$ cat config.mk
export PLATFORM = sky130hd
export DESIGN_NAME = irq_vector_ctrl
export DESIGN_NICKNAME = d
export VERILOG_FILES = /design/src/rtl/vic_pkg.sv /design/src/rtl/vic_ctrl.sv /design/src/rtl/vic_datapath.sv /design/src/rtl/irq_vector_ctrl.sv
export SDC_FILE = /design/constraint.sdc
export NUM_CORES = 2
export LEC_CHECK = 0
export BUFFER_PORTS_ARGS = -buffer_cell sky130_fd_sc_hd__buf_2
export CELL_PAD_IN_SITES_DETAIL_PLACEMENT = 2
export CELL_PAD_IN_SITES_GLOBAL_PLACEMENT = 2
export CORE_MARGIN = 4
export CORE_UTILIZATION = 30
export CTS_CLUSTER_DIAMETER = 120
export DETAILED_ROUTE_END_ITERATION = 8
export PLACE_DENSITY = 0.63
export SLEW_MARGIN = 20
export SYNTH_ARGS = -nofsm -noshare
export SYNTH_HDL_FRONTEND = slang
export SYNTH_SLANG_ARGS = --single-unit
$ cat constraint.sdc
create_clock -name clk -period 273.1 [get_ports clk]
set_clock_uncertainty 0.05 [all_clocks]
set_input_delay 27.31 -clock clk [delete_from_list [all_inputs] [get_ports clk]]
set_output_delay 27.31 -clock clk [all_outputs]
set_load 0.005 [all_outputs]
$ cat src/rtl/vic_pkg.sv
package vic_pkg;
  localparam int IDX_W = 8;

  localparam logic [IDX_W-1:0] IX_CNTL    = 8'd0;
  localparam logic [IDX_W-1:0] IX_MASK    = 8'd1;
  localparam logic [IDX_W-1:0] IX_ENNUM   = 8'd2;
  localparam logic [IDX_W-1:0] IX_DISNUM  = 8'd3;
  localparam logic [IDX_W-1:0] IX_ENHI    = 8'd4;
  localparam logic [IDX_W-1:0] IX_ENLO    = 8'd5;
  localparam logic [IDX_W-1:0] IX_TYHI    = 8'd6;
  localparam logic [IDX_W-1:0] IX_TYLO    = 8'd7;
  localparam logic [IDX_W-1:0] IX_NVEC    = 8'd16;
  localparam logic [IDX_W-1:0] IX_FVEC    = 8'd17;
  localparam logic [IDX_W-1:0] IX_SRCHI   = 8'd18;
  localparam logic [IDX_W-1:0] IX_SRCLO   = 8'd19;
  localparam logic [IDX_W-1:0] IX_FRCHI   = 8'd20;
  localparam logic [IDX_W-1:0] IX_FRCLO   = 8'd21;
  localparam logic [IDX_W-1:0] IX_NPNDHI  = 8'd22;
  localparam logic [IDX_W-1:0] IX_NPNDLO  = 8'd23;
  localparam logic [IDX_W-1:0] IX_FPNDHI  = 8'd24;
  localparam logic [IDX_W-1:0] IX_FPNDLO  = 8'd25;
  localparam logic [IDX_W-1:0] IX_VECBASE = 8'd64;

  localparam logic [31:0] VEC_BASE_VALUE = 32'd4;
  localparam logic [31:0] NO_WINNER      = 32'hFFFF_FFFF;

  typedef struct packed {
    logic wrCntl;
    logic wrMask;
    logic wrEnNum;
    logic wrDisNum;
    logic wrEnHi;
    logic wrEnLo;
    logic wrTypeHi;
    logic wrTypeLo;
    logic wrPrio;
    logic wrForceHi;
    logic wrForceLo;
    logic rdEn;
    logic ackNorm;
    logic ackFast;
  } vicStrobes_t;
endpackage

$ cat src/rtl/vic_ctrl.sv
module vic_ctrl
  import vic_pkg::*;
(
  input  logic             busSel,
  input  logic             busWr,
  input  logic [IDX_W-1:0] busIdx,
  output vicStrobes_t      stb
);
  always_comb begin
    stb = '0;
    if (busSel && busWr) begin
      case (busIdx)
        IX_CNTL:   stb.wrCntl    = 1'b1;
        IX_MASK:   stb.wrMask    = 1'b1;
        IX_ENNUM:  stb.wrEnNum   = 1'b1;
        IX_DISNUM: stb.wrDisNum  = 1'b1;
        IX_ENHI:   stb.wrEnHi    = 1'b1;
        IX_ENLO:   stb.wrEnLo    = 1'b1;
        IX_TYHI:   stb.wrTypeHi  = 1'b1;
        IX_TYLO:   stb.wrTypeLo  = 1'b1;
        IX_FRCHI:  stb.wrForceHi = 1'b1;
        IX_FRCLO:  stb.wrForceLo = 1'b1;
        8'd8, 8'd9, 8'd10, 8'd11,
        8'd12, 8'd13, 8'd14, 8'd15: stb.wrPrio = 1'b1;
        default: ;
      endcase
    end else if (busSel) begin
      stb.rdEn    = 1'b1;
      stb.ackNorm = (busIdx == IX_NVEC);
      stb.ackFast = (busIdx == IX_FVEC);
    end
  end
endmodule

$ cat src/rtl/vic_datapath.sv
module vic_datapath
  import vic_pkg::*;
#(
  parameter int NUM_SRC = 64,
  parameter int PRIO_W  = 4
) (
  input  logic               clk,
  input  logic               rstN,
  input  vicStrobes_t        stb,
  input  logic [IDX_W-1:0]   busIdx,
  input  logic [31:0]        busWdata,
  input  logic [NUM_SRC-1:0] srcLevel,
  output logic [31:0]        busRdata,
  output logic               irqOut,
  output logic               fiqOut
);
  localparam int HALF     = 32;
  localparam int PER_WORD = 32 / PRIO_W;
  localparam int NWORDS   = NUM_SRC / PER_WORD;
  localparam int WSEL_W   = $clog2(NWORDS);
  localparam int SRC_W    = $clog2(NUM_SRC);
  localparam int MASK_W   = PRIO_W + 1;
  localparam logic [MASK_W-1:0] MASK_ALL = '1;

  logic [NUM_SRC-1:0] pending, enabled, fastType, srcPrev, ackPrev;
  logic [NUM_SRC-1:0] pNext, ackVec, normFlags, fastFlags, overMask;
  logic [31:0]        cntlReg, rdMux;
  logic [MASK_W-1:0]  maskReg;
  logic [31:0]        prioWord [NWORDS];
  logic [PRIO_W-1:0]  prio [NUM_SRC];
  logic [WSEL_W-1:0]  wordSel;
  logic [SRC_W-1:0]   normBest, fastBest;
  logic [PRIO_W-1:0]  normBestPrio;
  logic               normFound, fastFound;

  // priority index 8 maps to the top word, index 15 to word 0
  assign wordSel = ~busIdx[WSEL_W-1:0];

  for (genvar g = 0; g < NUM_SRC; g++) begin : g_prio
    assign prio[g]     = prioWord[g / PER_WORD][(g % PER_WORD) * PRIO_W +: PRIO_W];
    assign overMask[g] = {1'b0, prio[g]} > maskReg;
  end

  assign normFlags = pending & enabled & ~fastType;
  assign fastFlags = pending & enabled & fastType;
  assign fiqOut    = |fastFlags;
  assign irqOut    = (maskReg == MASK_ALL) ? |normFlags : |(normFlags & overMask);

  // normal winner: highest priority, later (higher) index wins ties
  always_comb begin
    normFound    = 1'b0;
    normBest     = '0;
    normBestPrio = '0;
    for (int i = 0; i < NUM_SRC; i++) begin
      if (normFlags[i] && (!normFound || prio[i] >= normBestPrio)) begin
        normFound    = 1'b1;
        normBest     = SRC_W'(i);
        normBestPrio = prio[i];
      end
    end
  end

  // fast winner: lowest numbered source
  always_comb begin
    fastFound = 1'b0;
    fastBest  = '0;
    for (int i = NUM_SRC - 1; i >= 0; i--) begin
      if (fastFlags[i]) begin
        fastFound = 1'b1;
        fastBest  = SRC_W'(i);
      end
    end
  end

  always_comb begin
    ackVec = '0;
    if (stb.ackNorm && normFound) ackVec[normBest] = 1'b1;
    if (stb.ackFast && fastFound) ackVec[fastBest] = 1'b1;
  end

  // level edges first, then software force, acknowledge last (wins)
  always_comb begin
    pNext = (pending | (srcLevel & ~srcPrev) | (ackPrev & srcLevel))
            & ~(~srcLevel & srcPrev);
    if (stb.wrForceHi) pNext[HALF +: HALF] = busWdata;
    if (stb.wrForceLo) pNext[0 +: HALF]    = busWdata;
    pNext = pNext & ~ackVec;
  end

  always_comb begin
    case (busIdx)
      IX_CNTL:   rdMux = cntlReg;
      IX_MASK:   rdMux = 32'(maskReg);
      IX_ENHI:   rdMux = enabled[HALF +: HALF];
      IX_ENLO:   rdMux = enabled[0 +: HALF];
      IX_TYHI:   rdMux = fastType[HALF +: HALF];
      IX_TYLO:   rdMux = fastType[0 +: HALF];
      8'd8, 8'd9, 8'd10, 8'd11,
      8'd12, 8'd13, 8'd14, 8'd15: rdMux = prioWord[wordSel];
      IX_NVEC:   rdMux = normFound ? {{(16-SRC_W){1'b0}}, normBest,
                                      {(16-PRIO_W){1'b0}}, normBestPrio} : NO_WINNER;
      IX_FVEC:   rdMux = fastFound ? 32'(fastBest) : NO_WINNER;
      IX_SRCHI:  rdMux = pending[HALF +: HALF];
      IX_SRCLO:  rdMux = pending[0 +: HALF];
      IX_NPNDHI: rdMux = normFlags[HALF +: HALF];
      IX_NPNDLO: rdMux = normFlags[0 +: HALF];
      IX_FPNDHI: rdMux = fastFlags[HALF +: HALF];
      IX_FPNDLO: rdMux = fastFlags[0 +: HALF];
      IX_VECBASE: rdMux = VEC_BASE_VALUE;
      default:   rdMux = '0;
    endcase
  end

  always_ff @(posedge clk) begin
    if (!rstN) begin
      pending  <= '0;
      enabled  <= '0;
      fastType <= '0;
      srcPrev  <= '0;
      ackPrev  <= '0;
      cntlReg  <= '0;
      maskReg  <= MASK_ALL;
      busRdata <= '0;
      for (int w = 0; w < NWORDS; w++) prioWord[w] <= '0;
    end else begin
      pending <= pNext;
      srcPrev <= srcLevel;
      ackPrev <= ackVec;
      if (stb.wrCntl)    cntlReg <= busWdata;
      if (stb.wrMask)    maskReg <= busWdata[MASK_W-1:0];
      if (stb.wrEnNum)   enabled[busWdata[SRC_W-1:0]] <= 1'b1;
      if (stb.wrDisNum)  enabled[busWdata[SRC_W-1:0]] <= 1'b0;
      if (stb.wrEnHi)    enabled[HALF +: HALF]  <= busWdata;
      if (stb.wrEnLo)    enabled[0 +: HALF]     <= busWdata;
      if (stb.wrTypeHi)  fastType[HALF +: HALF] <= busWdata;
      if (stb.wrTypeLo)  fastType[0 +: HALF]    <= busWdata;
      if (stb.wrPrio)    prioWord[wordSel]      <= busWdata;
      if (stb.rdEn)      busRdata <= rdMux;
    end
  end
endmodule

$ cat src/rtl/irq_vector_ctrl.sv
module irq_vector_ctrl
  import vic_pkg::*;
#(
  parameter int NUM_SRC = 64,
  parameter int PRIO_W  = 4
) (
  input  logic               clk,
  input  logic               rstN,
  input  logic [NUM_SRC-1:0] srcLevel,
  input  logic               busSel,
  input  logic               busWr,
  input  logic [IDX_W-1:0]   busIdx,
  input  logic [31:0]        busWdata,
  output logic [31:0]        busRdata,
  output logic               irqOut,
  output logic               fiqOut
);
  vicStrobes_t stb;

  vic_ctrl u_ctrl (
    .busSel (busSel),
    .busWr  (busWr),
    .busIdx (busIdx),
    .stb    (stb)
  );

  vic_datapath #(.NUM_SRC(NUM_SRC), .PRIO_W(PRIO_W)) u_dp (
    .clk      (clk),
    .rstN     (rstN),
    .stb      (stb),
    .busIdx   (busIdx),
    .busWdata (busWdata),
    .srcLevel (srcLevel),
    .busRdata (busRdata),
    .irqOut   (irqOut),
    .fiqOut   (fiqOut)
  );
endmodule

### Word level (Yosys, flattened, before mapping)

Memory sizes are Yosys's and may differ from the RTL's.
Cells that the tools add are included.

| operators by class | value |
|---|---|
| equality and inequality tests | 27 |
| magnitude comparators | 133 |
| muxes and demuxes | 359 |
| bitwise gates (word level) | 21 |
| reduce and logical (&&, ||, !) cells | 201 |

Operator list:

| operator | count |
|---|---|
| 64-bit bitwise AND | 10 |
| 6-bit two-way mux | 96 |
| 32-bit one-hot mux with 16 select lines | 1 |
| 64-bit inverter | 6 |
| 4-bit by 5-bit > comparator with 1-bit output | 64 |
| 64-bit two-way mux | 5 |
| 4-bit two-way mux | 72 |
| 64-bit OR | 4 |
| 4-bit greater-or-equal comparator | 63 |
| 32-bit two-way mux | 7 |
| 64-bit OR reduction | 3 |
| 1-bit two-way mux | 149 |
| 8-bit by 5-bit == test with 1-bit output, second input constant | 10 |
| 5-bit two-way mux | 16 |
| 1-bit logical AND | 69 |
| 8-bit by 4-bit == test with 1-bit output, second input constant | 8 |
| 1-bit zero test | 63 |
| 1-bit logical OR | 63 |
| 8-bit by 3-bit == test with 1-bit output, second input constant | 4 |
| 32-bit OR reduction | 1 |
| 6-bit by 7-bit less-than comparator with 1-bit output, second input constant | 3 |
| 3-bit two-way mux | 7 |
| 1-bit demux with 6-bit select | 3 |
| 6-bit by 1-bit greater-or-equal comparator with 1-bit output, second input constant | 3 |
| 9 further kinds | 11 |

| word-level totals | value |
|---|---|
| bits in writable memories | 256 |
| output and inout bits | 34 |
| logic and storage cells | 751 |
| register bits after elaboration | 389 |
| memories | 1 |

Memories:

| name | words | width | read ports | clocked after Yosys merged registers in | write ports | RTL line | source |
|---|---|---|---|---|---|---|---|
| u_dp.prioWord | 8 | 32 | 9 | 0 | 8 | vic_datapath.sv:29 | `logic [31:0] prioWord [NWORDS];` |

### Logic depth before layout (Yosys ltp)

| depth | value |
|---|---|
| depth in word-level cells | 264 |
| mapped depth | 547 |

### By module

From an unflattened synthesis, not the netlist that was laid out.

| unflattened totals | value |
|---|---|
| cell total of the unflattened synthesis | 5935 |
| area, all modules | 50843.8 µm² |

Modules (own cells, without submodules):

| module | times used | cells each | area an instance (µm²) |
|---|---|---|---|
| vic_datapath | 1 | 5911 | 50659.8 |
| vic_ctrl | 1 | 24 | 183.9 |

### Worst setup path before layout

No wires, ideal clock.

| timing path | value |
|---|---|
| path kind | register to register |
| from | register u_dp.enabled[0] |
| to | register u_dp.pending[31] |
| path slack | 177.450 ns |
| data arrival time | 95.448 ns |
| clock period less this slack | 95.650 ns |
| path buffers | 27 |
| stages on the path, launching flop included | 517 |
| cell sequence | dfxtp_1 and3b_1 buf_2 nand2_1 ha_1 a21oi_1 o21ai_0 a211o_1 a211o_1 nand2_1 ha_1 nand2b_1 a211oi_1 o21ai_0 nand2_1 a31oi_1 ha_1 nand2b_1 [481 not listed] nor2_1 a21o_1 ha_1 nand2b_1 a21o_1 a21o_1 a21oi_1 o21ai_0 nand2_1 nand2_1 nor3_1 nand4_1 or4_1 buf_2 or4_1 buf_2 nor2b_4 a21oi_1 |

| between the ends | value |
|---|---|
| cells in the longest elaborated chain, start to end | 264 |
| elaborated cells between the ends (all ways) | 464 |
| those cells by class | order compare: 67; mux: 198; bitwise: 6; reduce/logical: 193 |

RTL lines:

| what | RTL line | source |
|---|---|---|
| start, declared | vic_datapath.sv:25 | `logic [NUM_SRC-1:0] pending, enabled, fastType, srcPrev, ackPrev;` |
| start signal, assigned by index | vic_datapath.sv:133 | `if (stb.wrEnHi) enabled[HALF +: HALF] <= busWdata;` |
| start signal, assigned by index | vic_datapath.sv:134 | `if (stb.wrEnLo) enabled[0 +: HALF] <= busWdata;` |
| 64-bit bitwise AND (*) | vic_datapath.sv:44, vic_datapath.sv:45 |  |
| 64-bit bitwise AND | vic_datapath.sv:44 | `assign normFlags = pending & enabled & ~fastType;` |
| 4-bit two-way mux / 1-bit two-way mux (equally long branches) | vic_datapath.sv:55 | `if (normFlags[i] && (!normFound \|\| prio[i] >= normBestPrio)) begin` |
| 4-bit greater-or-equal comparator / 1-bit zero test (equally long branches) | vic_datapath.sv:55 |  |
| 1-bit logical OR | vic_datapath.sv:55 |  |
| 1-bit logical AND | vic_datapath.sv:55 |  |
| 4-bit two-way mux / 1-bit two-way mux (equally long branches) | vic_datapath.sv:55 |  |
| 4-bit greater-or-equal comparator / 1-bit zero test (equally long branches) | vic_datapath.sv:55 |  |
| [248 not listed] | -- |  |
| 1-bit logical AND (not written as such) | vic_datapath.sv:77 | `if (stb.ackNorm && normFound) ackVec[normBest] = 1'b1;` |
| 1-bit two-way mux (not written as such) | vic_datapath.sv:77 |  |
| 1-bit demux with 6-bit select | -- |  |
| 64-bit two-way mux | vic_datapath.sv:77 |  |
| 64-bit OR (no source line) | -- |  |
| 64-bit two-way mux (*) | vic_datapath.sv:78 | `if (stb.ackFast && fastFound) ackVec[fastBest] = 1'b1;` |
| 64-bit inverter (*) | vic_datapath.sv:87 | `pNext = pNext & ~ackVec;` |
| 64-bit bitwise AND (*) | vic_datapath.sv:87 |  |
| end signal, assigned | vic_datapath.sv:126 | `pending <= pNext;` |
| end, declared | vic_datapath.sv:25 |  |

Mark *: on every way between the ends. The rest lies on a longest branch, timed or not.
A chain may end at the register's enable or synchronous reset.

### Worst setup path in the final report

| timing path | value |
|---|---|
| from | register u_dp.pending[0] |
| to | register u_dp.ackPrev[19] |

| between the ends | value |
|---|---|
| cells in the longest elaborated chain, start to end | 262 |
| elaborated cells between the ends (all ways) | 462 |
| those cells by class | order compare: 67; mux: 198; bitwise: 4; reduce/logical: 193 |

RTL lines:

| what | RTL line | source |
|---|---|---|
| 64-bit bitwise AND (*) | vic_datapath.sv:44, vic_datapath.sv:45 |  |
| 64-bit bitwise AND | vic_datapath.sv:44 |  |
| 4-bit two-way mux / 1-bit two-way mux (equally long branches) | vic_datapath.sv:55 |  |
| 4-bit greater-or-equal comparator / 1-bit zero test (equally long branches) | vic_datapath.sv:55 |  |
| 1-bit logical OR | vic_datapath.sv:55 |  |
| 1-bit logical AND | vic_datapath.sv:55 |  |
| 4-bit two-way mux / 1-bit two-way mux (equally long branches) | vic_datapath.sv:55 |  |
| 4-bit greater-or-equal comparator / 1-bit zero test (equally long branches) | vic_datapath.sv:55 |  |
| [246 not listed] | -- |  |
| 6-bit two-way mux | vic_datapath.sv:55 |  |
| 6-bit by 7-bit less-than comparator with 1-bit output (not written as such) / 6-bit by 1-bit greater-or-equal comparator with 1-bit output (equally long branches) | vic_datapath.sv:77 |  |
| 1-bit logical AND (not written as such) | vic_datapath.sv:77 |  |
| 1-bit two-way mux (not written as such) | vic_datapath.sv:77 |  |
| 1-bit demux with 6-bit select | -- |  |
| 64-bit two-way mux | vic_datapath.sv:77 |  |
| 64-bit OR (no source line) | -- |  |
| 64-bit two-way mux (*) | vic_datapath.sv:78 |  |
| end signal, assigned | vic_datapath.sv:128 | `ackPrev <= ackVec;` |
| end, declared | vic_datapath.sv:25 |  |

Marks and branches as above.

==> flow_summary.toml <==
[status]
status = "complete, no violations"

[sta]
max_slew.worst_pin.slew_ps = 1190
fin_crit_ps = 114180
fmax_ghz = 0.00876
final_max_slew_viol_count = 0
rsz0062_at_grt = "false"
finalHoldViolCount = 0
setup_viol = 0
setup_tns_ps = 0
finalCritPeriodShare_pct = 41.8
slew_headroom_pct = 20.6

[clocking]
worstSkewPairLatency_ps = 680
numCtsBuffers = 79
cts_resized = 0
htree_levels = 3
postCtsHoldBufs = 0
cts_buffer_depth = 3
clock_sinks = 645
cts_tree = "built"
ctsRootBufferMaster = "clkbuf_16"
clk_pin_slew_worst_paths_ps = 60
post_cts_buffers = 0

[layout]
nFillCells = 18700
layout.nets = 6584
final_area_sq_mm = 0.0561
final_common_cell = "nand2_1"
layout-drive-gt1-share_pct = 10.9
layout_common_cells = "nand2_1, a21oi_1, ha_1"
area_growth_pct = 13.0

[routing]
drc_errors = 0
via_per_inst = 6.37
vias = 52900
wl_met1_um = 125000
postRouteAntennaNets = 0
drt-total-wl_um = 305000
dr_wl_met2_um = 132000
route.top_layer_used = "met5"
drtIter0Drc = 6266
wl_met3_um = 25100
dr.pass1.iters = 7
wl_per_cell_um = 36.8

[synth]
ys_ff_latch = 645
synth-main-ff-cell = "dfxtp_1"
ys_seq_area_share_pct = 31.2
synth_nets = 6514
async_flop_share_pct = 0
syn_avg_cell_area_sq_um = 8.34
yosysUniqueCellTypes = 104
synth_area_sq_mm = 0.0497
synth_enable_flop_cells = 256
ys_warn_count = 0
synthCells = 5953

[power]
clkPwrFrac_pct = 44.6
combPwrFrac_pct = 10.5
seq_power_share_pct = 44.9
p_leak_nw = 21.7
power_density_mw_per_mm2 = 4.43
p_sw_uw = 73.0
swShare_pct = 29.3
p_int_uw = 176
ir_drop_mv = 0.00539

[die]
die_area_sq_mm = 0.172
fp-row-count = 149
ios = 142
coreArea_sq_mm = 0.165
die_width_um = 415
start_util_pct = 30.1
die_h_um = 415

[placed_design]
port_buffers = 141
placed_area_sq_mm = 0.0534
gp_congestion = 0.979
hpwl_um = 235000

[worst_setup_path]
critPathLaunchType = "flip-flop"
worstPathRequired_ps = 273630
crit_top_cell = "ha_1"
crit_type = "reg2reg"
end_kind = "flip-flop"
cp_max_fo = 17
slowest_delay_ps = 970
critPathArrivalTime_ps = 114710
worst_path_max_delay_cell = "nor4_2"

[global_routing]
grt_pass1_vias = 52700
grt_antenna_before_repair = 34
grt_max_degree = 152
grt_first_pass_wirelength_um = 421000
grt_usage_pct = 34.0
gr-total-overflow = 0

[worst_hold_path]
hold_class = "reg2reg"

[job]
cap_viol_max_count = 0
[power groups by stage]
| stage | combinational, mW | clock [mW] | sequential, mW |
|---|---|---|---|
| after floorplan | 0.0139 | 0 | 0.108 |
| after global placement | 0.0243 | 0 | 0.113 |
| after detailed placement | 0.0251 | 0 | 0.113 |
| after CTS | 0.0254 | 0.112 | 0.111 |
| after global routing | 0.0276 | 0.115 | 0.111 |
| final | 0.0261 | 0.111 | 0.112 |
[layer usage]
layer  vias to the layer above  track usage (%)
met4                         4             22.0
met3                       651             5.87
met5                         -                0
met2                      2554             52.0
met1                     27400             44.2
li1                      22300                -
[path summary, 6_finish.rpt]
kind | from | endpoint | slack, ps | cells past startpoint
worst max-delay path | u_dp.pending[0] | u_dp.ackPrev[19] | 158920 | 490
worst min-delay path | u_dp.cntlReg[14] | u_dp.cntlReg[14] | 410 | 2
worst max register to register | u_dp.pending[0] | u_dp.ackPrev[19] | 158920 | 490
worst min register to register | u_dp.cntlReg[14] | u_dp.cntlReg[14] | 410 | 2
[metrics by stage]
stage / total power, mW / std cells / worst slack (ps) / utilization [%] / hold slack (ps)
detailed placement: 0.138 / 8130 / 160680 / 32.4 / 402
global placement: 0.137 / 8128 / 164770 / 32.3 / 394
CTS: 0.248 / 8273 / 160110 / 34.0 / 413
floorplan: 0.122 / 5953 / 177450 / - / 386
global route: 0.254 / 8279 / 149870 / 34.0 / 430
finish: 0.249 / 8306 / 158920 / 34.1 / 412
[sequential cells by signal, summed over array words and instances (netlist names)]
name	cells
u_dp.ackPrev	64
u_dp.busRdata	32
u_dp.cntlReg	32
u_dp.enabled	64
u_dp.fastType	64
u_dp.maskReg	5
u_dp.pending	64
u_dp.prioWord	256
u_dp.srcPrev	64
[cells by family after synthesis]
group	Yosys count	synth area share, %
AND/OR/NAND/NOR	2401	24.7
AO/OA/AOI/OAI	1801	24.0
flip-flops	645	31.2
buffers and inverters	488	3.72
adder cells (fa/ha/maj)	467	11.7
multiplexers	151	4.74
[cell usage after synthesis (73+ instances only)]
cell | n | area, sq um
and2_1 | 383 | 2400
nand2_1 | 705 | 2650
o221ai_1 | 73 | 639
nand2b_1 | 228 | 1430
o21ai_0 | 275 | 1380
a21oi_1 | 584 | 2920
nand3_1 | 132 | 661
nor3_1 | 96 | 480
clkbuf_1 | 256 | 961
ha_1 | 453 | 5670
inv_1 | 193 | 724
nand4_1 | 85 | 532
nor2b_1 | 171 | 1070
o22ai_1 | 78 | 488
dfxtp_1 | 389 | 7790
nor2_1 | 371 | 1390
a21o_1 | 74 | 556
edfxtp_1 | 256 | 7690
[worst max-delay path, delay by kind of cell (launching register included)]
family                     cells  cell delay [ps]
AOI/OAI and AO/OA            232            55440
buffers and inverters         22             2750
muxes                         16             6090
adders and majority gates     75            21040
DFF                            1              500
and+or+nand+nor              145            28030
[area by class of cell]
cell class              instances  area [sq um]  area share, %
clock buffers                 106          2260           4.04
clock inverters                37           359          0.640
repair buffers                283          1850           3.30
inverters                     194           738           1.32
multi-input cells            4820         32600           58.1
flip-flops and latches        645         15500           27.6
diodes                         32          80.1          0.143
well taps                    2189          2740           4.88
No activity file was read; power rests on OpenSTA's default activity.
